**config.mk**
```make
export PLATFORM = sky130hd
export DESIGN_NAME = flash_seq
export DESIGN_NICKNAME = d
export VERILOG_FILES = /design/src/rtl/flash_seq_pkg.sv /design/src/rtl/flash_tick_div.sv /design/src/rtl/flash_tclk_burst.sv /design/src/rtl/flash_seq.sv
export SDC_FILE = /design/constraint.sdc
export NUM_CORES = 1
export LEC_CHECK = 0
export BUFFER_PORTS_ARGS = -buffer_cell sky130_fd_sc_hd__buf_2
export CAP_MARGIN = 25
export CELL_PAD_IN_SITES_DETAIL_PLACEMENT = 0
export CELL_PAD_IN_SITES_GLOBAL_PLACEMENT = 1
export CORE_ASPECT_RATIO = 1.25
export CORE_MARGIN = 10
export CORE_UTILIZATION = 41
export DETAILED_ROUTE_END_ITERATION = 8
export PLACE_DENSITY_LB_ADDON = 0.1
export SYNTH_ARGS = -nofsm -noshare
export SYNTH_HDL_FRONTEND = slang
export SYNTH_SLANG_ARGS = --single-unit
export TNS_END_PERCENT = 50
```
**constraint.sdc**
```tcl
create_clock -name clk -period 3.29 [get_ports clk]
set_input_delay 0.658 -clock clk [delete_from_list [all_inputs] [get_ports clk]]
set_output_delay 0.658 -clock clk [all_outputs]
set_load 0.05 [all_outputs]
```
**src/rtl/flash_seq_pkg.sv**
```systemverilog
package flash_seq_pkg;

    typedef enum logic [1:0] {
        AOP_HALT     = 2'd0,
        AOP_WRITE    = 2'd1,
        AOP_READMODE = 2'd2
    } acc_op_t;

    typedef enum logic [3:0] {
        ST_IDLE,
        ST_HALT,
        ST_CFG_CMD,
        ST_CFG_CLK,
        ST_CFG_LOCK,
        ST_TRIGGER,
        ST_READMODE,
        ST_BURST,
        ST_DISABLE,
        ST_FINISH
    } seq_state_t;

    localparam logic [15:0] CFG_CMD_ADDR  = 16'h0128;
    localparam logic [15:0] CFG_CLK_ADDR  = 16'h012A;
    localparam logic [15:0] CFG_LOCK_ADDR = 16'h012C;
    localparam logic [15:0] KEY_WRITE_EN  = 16'hA540;
    localparam logic [15:0] KEY_CLK_SEL   = 16'hA540;
    localparam logic [15:0] KEY_UNLOCK    = 16'hA500;
    localparam logic [15:0] KEY_IDLE      = 16'hA500;
    localparam logic [15:0] ERASE_DUMMY   = 16'h55AA;

endpackage

```
**src/rtl/flash_tick_div.sv**
```systemverilog
module flash_tick_div #(
    parameter int DIV_CYC = 2
) (
    input  logic clk,
    input  logic rst_n,
    input  logic clear,
    input  logic en,
    output logic tick
);
    localparam int W = (DIV_CYC > 1) ? $clog2(DIV_CYC) : 1;
    localparam logic [W-1:0] LAST = W'(DIV_CYC - 1);

    logic [W-1:0] cnt;

    assign tick = en && (cnt == LAST);

    always_ff @(posedge clk) begin
        if (!rst_n || clear || !en) begin
            cnt <= '0;
        end else if (tick) begin
            cnt <= '0;
        end else begin
            cnt <= cnt + 1'b1;
        end
    end
endmodule

```
**src/rtl/flash_tclk_burst.sv**
```systemverilog
module flash_tclk_burst #(
    parameter int CW = 16
) (
    input  logic          clk,
    input  logic          rst_n,
    input  logic          start,
    input  logic [CW-1:0] count,
    input  logic          tick,
    output logic          running,
    output logic          tclk,
    output logic          fin
);
    logic [CW-1:0] remain;
    logic          phase;

    assign tclk = phase;

    always_ff @(posedge clk) begin
        if (!rst_n) begin
            remain  <= '0;
            phase   <= 1'b0;
            running <= 1'b0;
            fin     <= 1'b0;
        end else begin
            fin <= 1'b0;
            if (start) begin
                remain  <= count;
                phase   <= 1'b0;
                running <= (count != '0);
                fin     <= (count == '0);
            end else if (running && tick) begin
                if (!phase) begin
                    phase <= 1'b1;
                end else begin
                    phase  <= 1'b0;
                    remain <= remain - 1'b1;
                    if (remain == CW'(1)) begin
                        running <= 1'b0;
                        fin     <= 1'b1;
                    end
                end
            end
        end
    end

    AST_PHASE_ON_TICK: assert property (@(posedge clk) disable iff (!rst_n)
        (!tick && !start) |=> $stable(tclk));

    AST_REMAIN_NONZERO: assert property (@(posedge clk) disable iff (!rst_n)
        running |-> (remain != '0));
endmodule

```
**src/rtl/flash_seq.sv**
```systemverilog
module flash_seq
    import flash_seq_pkg::*;
#(
    parameter int AW          = 16,
    parameter int DW          = 16,
    parameter int CW          = 16,
    parameter int DIV_CYC     = 2,
    parameter int PROG_PULSES = 35
) (
    input  logic          clk,
    input  logic          rst_n,
    input  logic          cmd_valid,
    input  logic          cmd_erase,
    input  logic [AW-1:0] cmd_addr,
    input  logic [DW-1:0] cmd_data,
    input  logic [DW-1:0] cmd_mode,
    input  logic [CW-1:0] cmd_count,
    output logic          busy,
    output logic          done,
    output logic          acc_req,
    output logic [1:0]    acc_op,
    output logic [AW-1:0] acc_addr,
    output logic [DW-1:0] acc_wdata,
    input  logic          acc_done,
    output logic          tclk,
    output logic          tclk_drive
);
    localparam logic [CW-1:0] PROG_CNT = CW'(PROG_PULSES);

    seq_state_t    state, nxt;
    logic          issued;
    logic          erase_q;
    logic [AW-1:0] addr_q;
    logic [DW-1:0] data_q;
    logic [DW-1:0] mode_q;
    logic [CW-1:0] count_q;
    logic          step_state, step_ack;
    logic          burst_start, burst_fin, tick;
    acc_op_t       op_c;

    assign step_state = (state == ST_HALT) || (state == ST_CFG_CMD) ||
                        (state == ST_CFG_CLK) || (state == ST_CFG_LOCK) ||
                        (state == ST_TRIGGER) || (state == ST_READMODE) ||
                        (state == ST_DISABLE);
    assign step_ack    = step_state && issued && acc_done;
    assign burst_start = (state == ST_READMODE) && step_ack;

    flash_tick_div #(.DIV_CYC(DIV_CYC)) u_div (
        .clk   (clk),
        .rst_n (rst_n),
        .clear (burst_start),
        .en    (tclk_drive),
        .tick  (tick)
    );

    flash_tclk_burst #(.CW(CW)) u_burst (
        .clk     (clk),
        .rst_n   (rst_n),
        .start   (burst_start),
        .count   (erase_q ? count_q : PROG_CNT),
        .tick    (tick),
        .running (tclk_drive),
        .tclk    (tclk),
        .fin     (burst_fin)
    );

    // State register
    always_ff @(posedge clk) begin
        if (!rst_n) state <= ST_IDLE;
        else        state <= nxt;
    end

    // Handshake flag and command operands
    always_ff @(posedge clk) begin
        if (!rst_n) begin
            issued  <= 1'b0;
            erase_q <= 1'b0;
            addr_q  <= '0;
            data_q  <= '0;
            mode_q  <= '0;
            count_q <= '0;
        end else begin
            if (acc_req)       issued <= 1'b1;
            else if (acc_done) issued <= 1'b0;
            if (state == ST_IDLE && cmd_valid) begin
                erase_q <= cmd_erase;
                addr_q  <= cmd_addr;
                data_q  <= cmd_data;
                mode_q  <= cmd_mode;
                count_q <= cmd_count;
            end
        end
    end

    // Next state
    always_comb begin
        nxt = state;
        unique case (state)
            ST_IDLE:     if (cmd_valid) nxt = ST_HALT;
            ST_HALT:     if (step_ack)  nxt = ST_CFG_CMD;
            ST_CFG_CMD:  if (step_ack)  nxt = ST_CFG_CLK;
            ST_CFG_CLK:  if (step_ack)  nxt = ST_CFG_LOCK;
            ST_CFG_LOCK: if (step_ack)  nxt = ST_TRIGGER;
            ST_TRIGGER:  if (step_ack)  nxt = ST_READMODE;
            ST_READMODE: if (step_ack)  nxt = ST_BURST;
            ST_BURST:    if (burst_fin) nxt = ST_DISABLE;
            ST_DISABLE:  if (step_ack)  nxt = ST_FINISH;
            ST_FINISH:                  nxt = ST_IDLE;
            default:                    nxt = ST_IDLE;
        endcase
    end

    // Outputs
    always_comb begin
        op_c      = AOP_WRITE;
        acc_addr  = '0;
        acc_wdata = '0;
        unique case (state)
            ST_HALT:     op_c = AOP_HALT;
            ST_CFG_CMD:  begin
                acc_addr  = AW'(CFG_CMD_ADDR);
                acc_wdata = erase_q ? mode_q : DW'(KEY_WRITE_EN);
            end
            ST_CFG_CLK:  begin
                acc_addr  = AW'(CFG_CLK_ADDR);
                acc_wdata = DW'(KEY_CLK_SEL);
            end
            ST_CFG_LOCK: begin
                acc_addr  = AW'(CFG_LOCK_ADDR);
                acc_wdata = DW'(KEY_UNLOCK);
            end
            ST_TRIGGER:  begin
                acc_addr  = addr_q;
                acc_wdata = erase_q ? DW'(ERASE_DUMMY) : data_q;
            end
            ST_READMODE: op_c = AOP_READMODE;
            ST_DISABLE:  begin
                acc_addr  = AW'(CFG_CMD_ADDR);
                acc_wdata = DW'(KEY_IDLE);
            end
            default:     op_c = AOP_WRITE;
        endcase
        acc_op  = op_c;
        acc_req = step_state && !issued;
        busy    = (state != ST_IDLE);
        done    = (state == ST_FINISH);
    end

    AST_REQ_STROBE: assert property (@(posedge clk) disable iff (!rst_n)
        acc_req |=> !acc_req);

    AST_TCLK_PARKED: assert property (@(posedge clk) disable iff (!rst_n)
        !tclk_drive |-> !tclk);

    AST_DONE_SINGLE: assert property (@(posedge clk) disable iff (!rst_n)
        done |=> (!done && !busy));

    AST_OPERANDS_HELD: assert property (@(posedge clk) disable iff (!rst_n)
        busy |=> ($stable(addr_q) && $stable(data_q) && $stable(erase_q)));
endmodule

```
==> qor.csv <==
metric,value,unit
layout-drive-gt1-share,21.6,%
start_kind,flip-flop,
drt_iter0_markers,203,
die_h,133,um
grt_pass1_vias,3980,
regArea,1800,sq um
fmax,0.328,GHz
setup-tns-final,0,ns
grtUsageMet1,19.3,%
pwr_density_cell,696,nW/um^2
remaining_drc_errors,0,
status,completed,
cts-root-buf,clkbuf_16,
crit_path_end_kind,output pin,
gp_congestion,0.843,
cp.arrival,2.39,ns
initial_core_util,41.8,%
synth-edff-count,0,
ctsResizeCount,0,
finalCritPeriodShare,92.7,%
htreeDepth,3,
grt_pass1_wl,19.8,mm
ir_worst_vdd,0.272,mV
required,2.63,ns
hold_buffers,0,
antenna_left,0,
timing.final.crit_period,3.05,ns
antenna_found_initial,2,
rsz0062_at_grt,no,
slew_violations,0,
core_area,10100,sq um
chipWidth,111,um
multiInputGateArea,2140,sq um
vias,4006,
cts_tree,done,
cts_setup_buffers,0,
hold_violations,0,
gr-usage-met2,25.8,%
num-fill-cells,1044,
whs,0.450,ns
p_leak,2.07,nW
critPathSlowestCell,dfxtp_1,
grt.met3_usage,5.88,%
synth_nets,632,
gr-max-usage-layer,met2,
wl,12.0,mm
dp_hpwl,8.48,mm
ios,108,
synth_flop_cell,dfxtp_1,
design.die.area,14800,sq um
avgViaCountPerCell,5.17,
port_buffers,107,
finalSetupViolations,0,
async_reset_ff_share,0,%
slowest_delay,0.46,ns
nets,712,
syn_area_per_cell,7.53,sq um
syn-instance-count,561,
relSlewSlack,40.6,%
critPathBufInv,2,
tightest_slew,0.891,ns
netlist_area,4220,sq um
clockBufferDepth,2,
ys_ff_latch,90,
drtPass1Iterations,4,
wire_per_inst,15.5,um
grt_max_degree,66,
clock_sinks,90,
fin_skew,0.00791,ns
crit_fanout,18,
yosysSeqAreaShare,42.7,%
syn2layout_area_growth,19.5,%
yosys_warnings,0,
clk_pin_slew,0.06,ns
crit_chain,nand2b_1 > nor3_2 > buf_4 > nor3_1 > o21ai_0 > buf_2,
rows,41,
cp_top_family,simple AND/OR/NAND/NOR gates,
drv_cap,0,
cts_buffers,9,
crit_type,reg2out,
overflow,0,
insertion_delay,0.34,ns
grtUsageTotal,16.0,%
ys_types,49,
min_path_type,reg2reg,
flip-flops by register name (all words and copies together) (netlist names):
register         cells
mode_q              16
data_q              16
u_burst.tclk         1
count_q             16
addr_q              16
u_burst.fin          1
u_burst.running      1
u_div.cnt            1
u_burst.remain      16
erase_q              1
state                4
issued               1
Yosys cell counts, types with 9 or more instances:
| cell | number | area, sq um |
|---|---|---|
| a21oi_1 | 102 | 510 |
| and2_1 | 11 | 68.8 |
| dfxtp_1 | 90 | 1800 |
| clkbuf_1 | 23 | 86.3 |
| a211oi_1 | 9 | 67.6 |
| nand2_1 | 150 | 563 |
| o21ai_0 | 25 | 125 |
| nand3_1 | 11 | 55.1 |
| nor3_1 | 14 | 70.1 |
| nor2_1 | 21 | 78.8 |
worst min-delay path: stages, from the launching register on:
cell and delay (ns):
dfxtp_1 0.30, nand2_1 0.05, a21oi_1 0.05
final timing paths:
| kind | startpoint | endpoint | slack [ns] | cells after the start |
|---|---|---|---|---|
| setup reg to reg | state[3] | u_div.cnt | 0.90 | 4 |
| hold reg to reg | mode_q[8] | mode_q[8] | 0.45 | 2 |
| setup / recovery | state[3] | acc_wdata[10] | 0.24 | 6 |
| hold / removal | mode_q[8] | mode_q[8] | 0.45 | 2 |
metrics by stage:
stage	power (mW)	utilization (%)	worst slack [ns]	instance area, sq um	instances
after global routing	3.74	49.9	0.00311	5040	775
after CTS	3.55	49.9	0.251	5040	774
after floorplan	2.29	-	0.260	4220	561
after detailed placement	2.51	46.9	0.631	4740	759
after global placement	2.49	46.9	0.674	4740	759
final	3.51	49.9	0.240	5040	775
cell type report:
class	instances	share of cell area, %
inverter	9	0.670
clock buffer	11	5.01
timing repair buffer	114	11.9
clock inverter	4	1.02
tap	129	3.20
multi-input combinational	417	42.4
sequential	90	35.7
antenna	1	0.0496
logic make-up (layout without fill, tap and decap cells):
group	count (synthesis)	after routing	share of synthesized area, %
adders and majority gates	2	2	0.592
buffers and inverters	54	138	6.93
xor gates and xnor gates	15	15	3.11
AOI/OAI and AO/OA	154	154	20.3
DFF	90	90	42.7
other	0	1	0
and+or+nand+nor	246	246	26.4
routing by layer:
layer  up-vias  wire, um
met3        16       789
met1      1832      5220
li1       2072         -
met2        84      5810
met4         2       157
met5         -         7
where the power goes:
group | total (mW) | internal [mW] | leakage, nW | switching (mW)
clock | 1.05 | 0.626 | 0.148 | 0.422
combinational | 1.06 | 0.308 | 1.19 | 0.755
sequential | 1.40 | 1.26 | 0.735 | 0.147
total | 3.51 | 2.19 | 2.07 | 1.32
cell usage in the layout, fill, tap and decap left out, types with 9 or more instances in the layout:
cell type / netlist / final
nand3_1: 11 / 11
dfxtp_1: 90 / 90
and2_1: 11 / 11
buf_2: 6 / 107
nand2_1: 150 / 150
a21oi_1: 102 / 102
a211oi_1: 9 / 9
o21ai_0: 25 / 25
nor2_1: 21 / 20
clkbuf_16: 0 / 9
nor3_1: 14 / 13
Power figures use the tool's default switching activity.
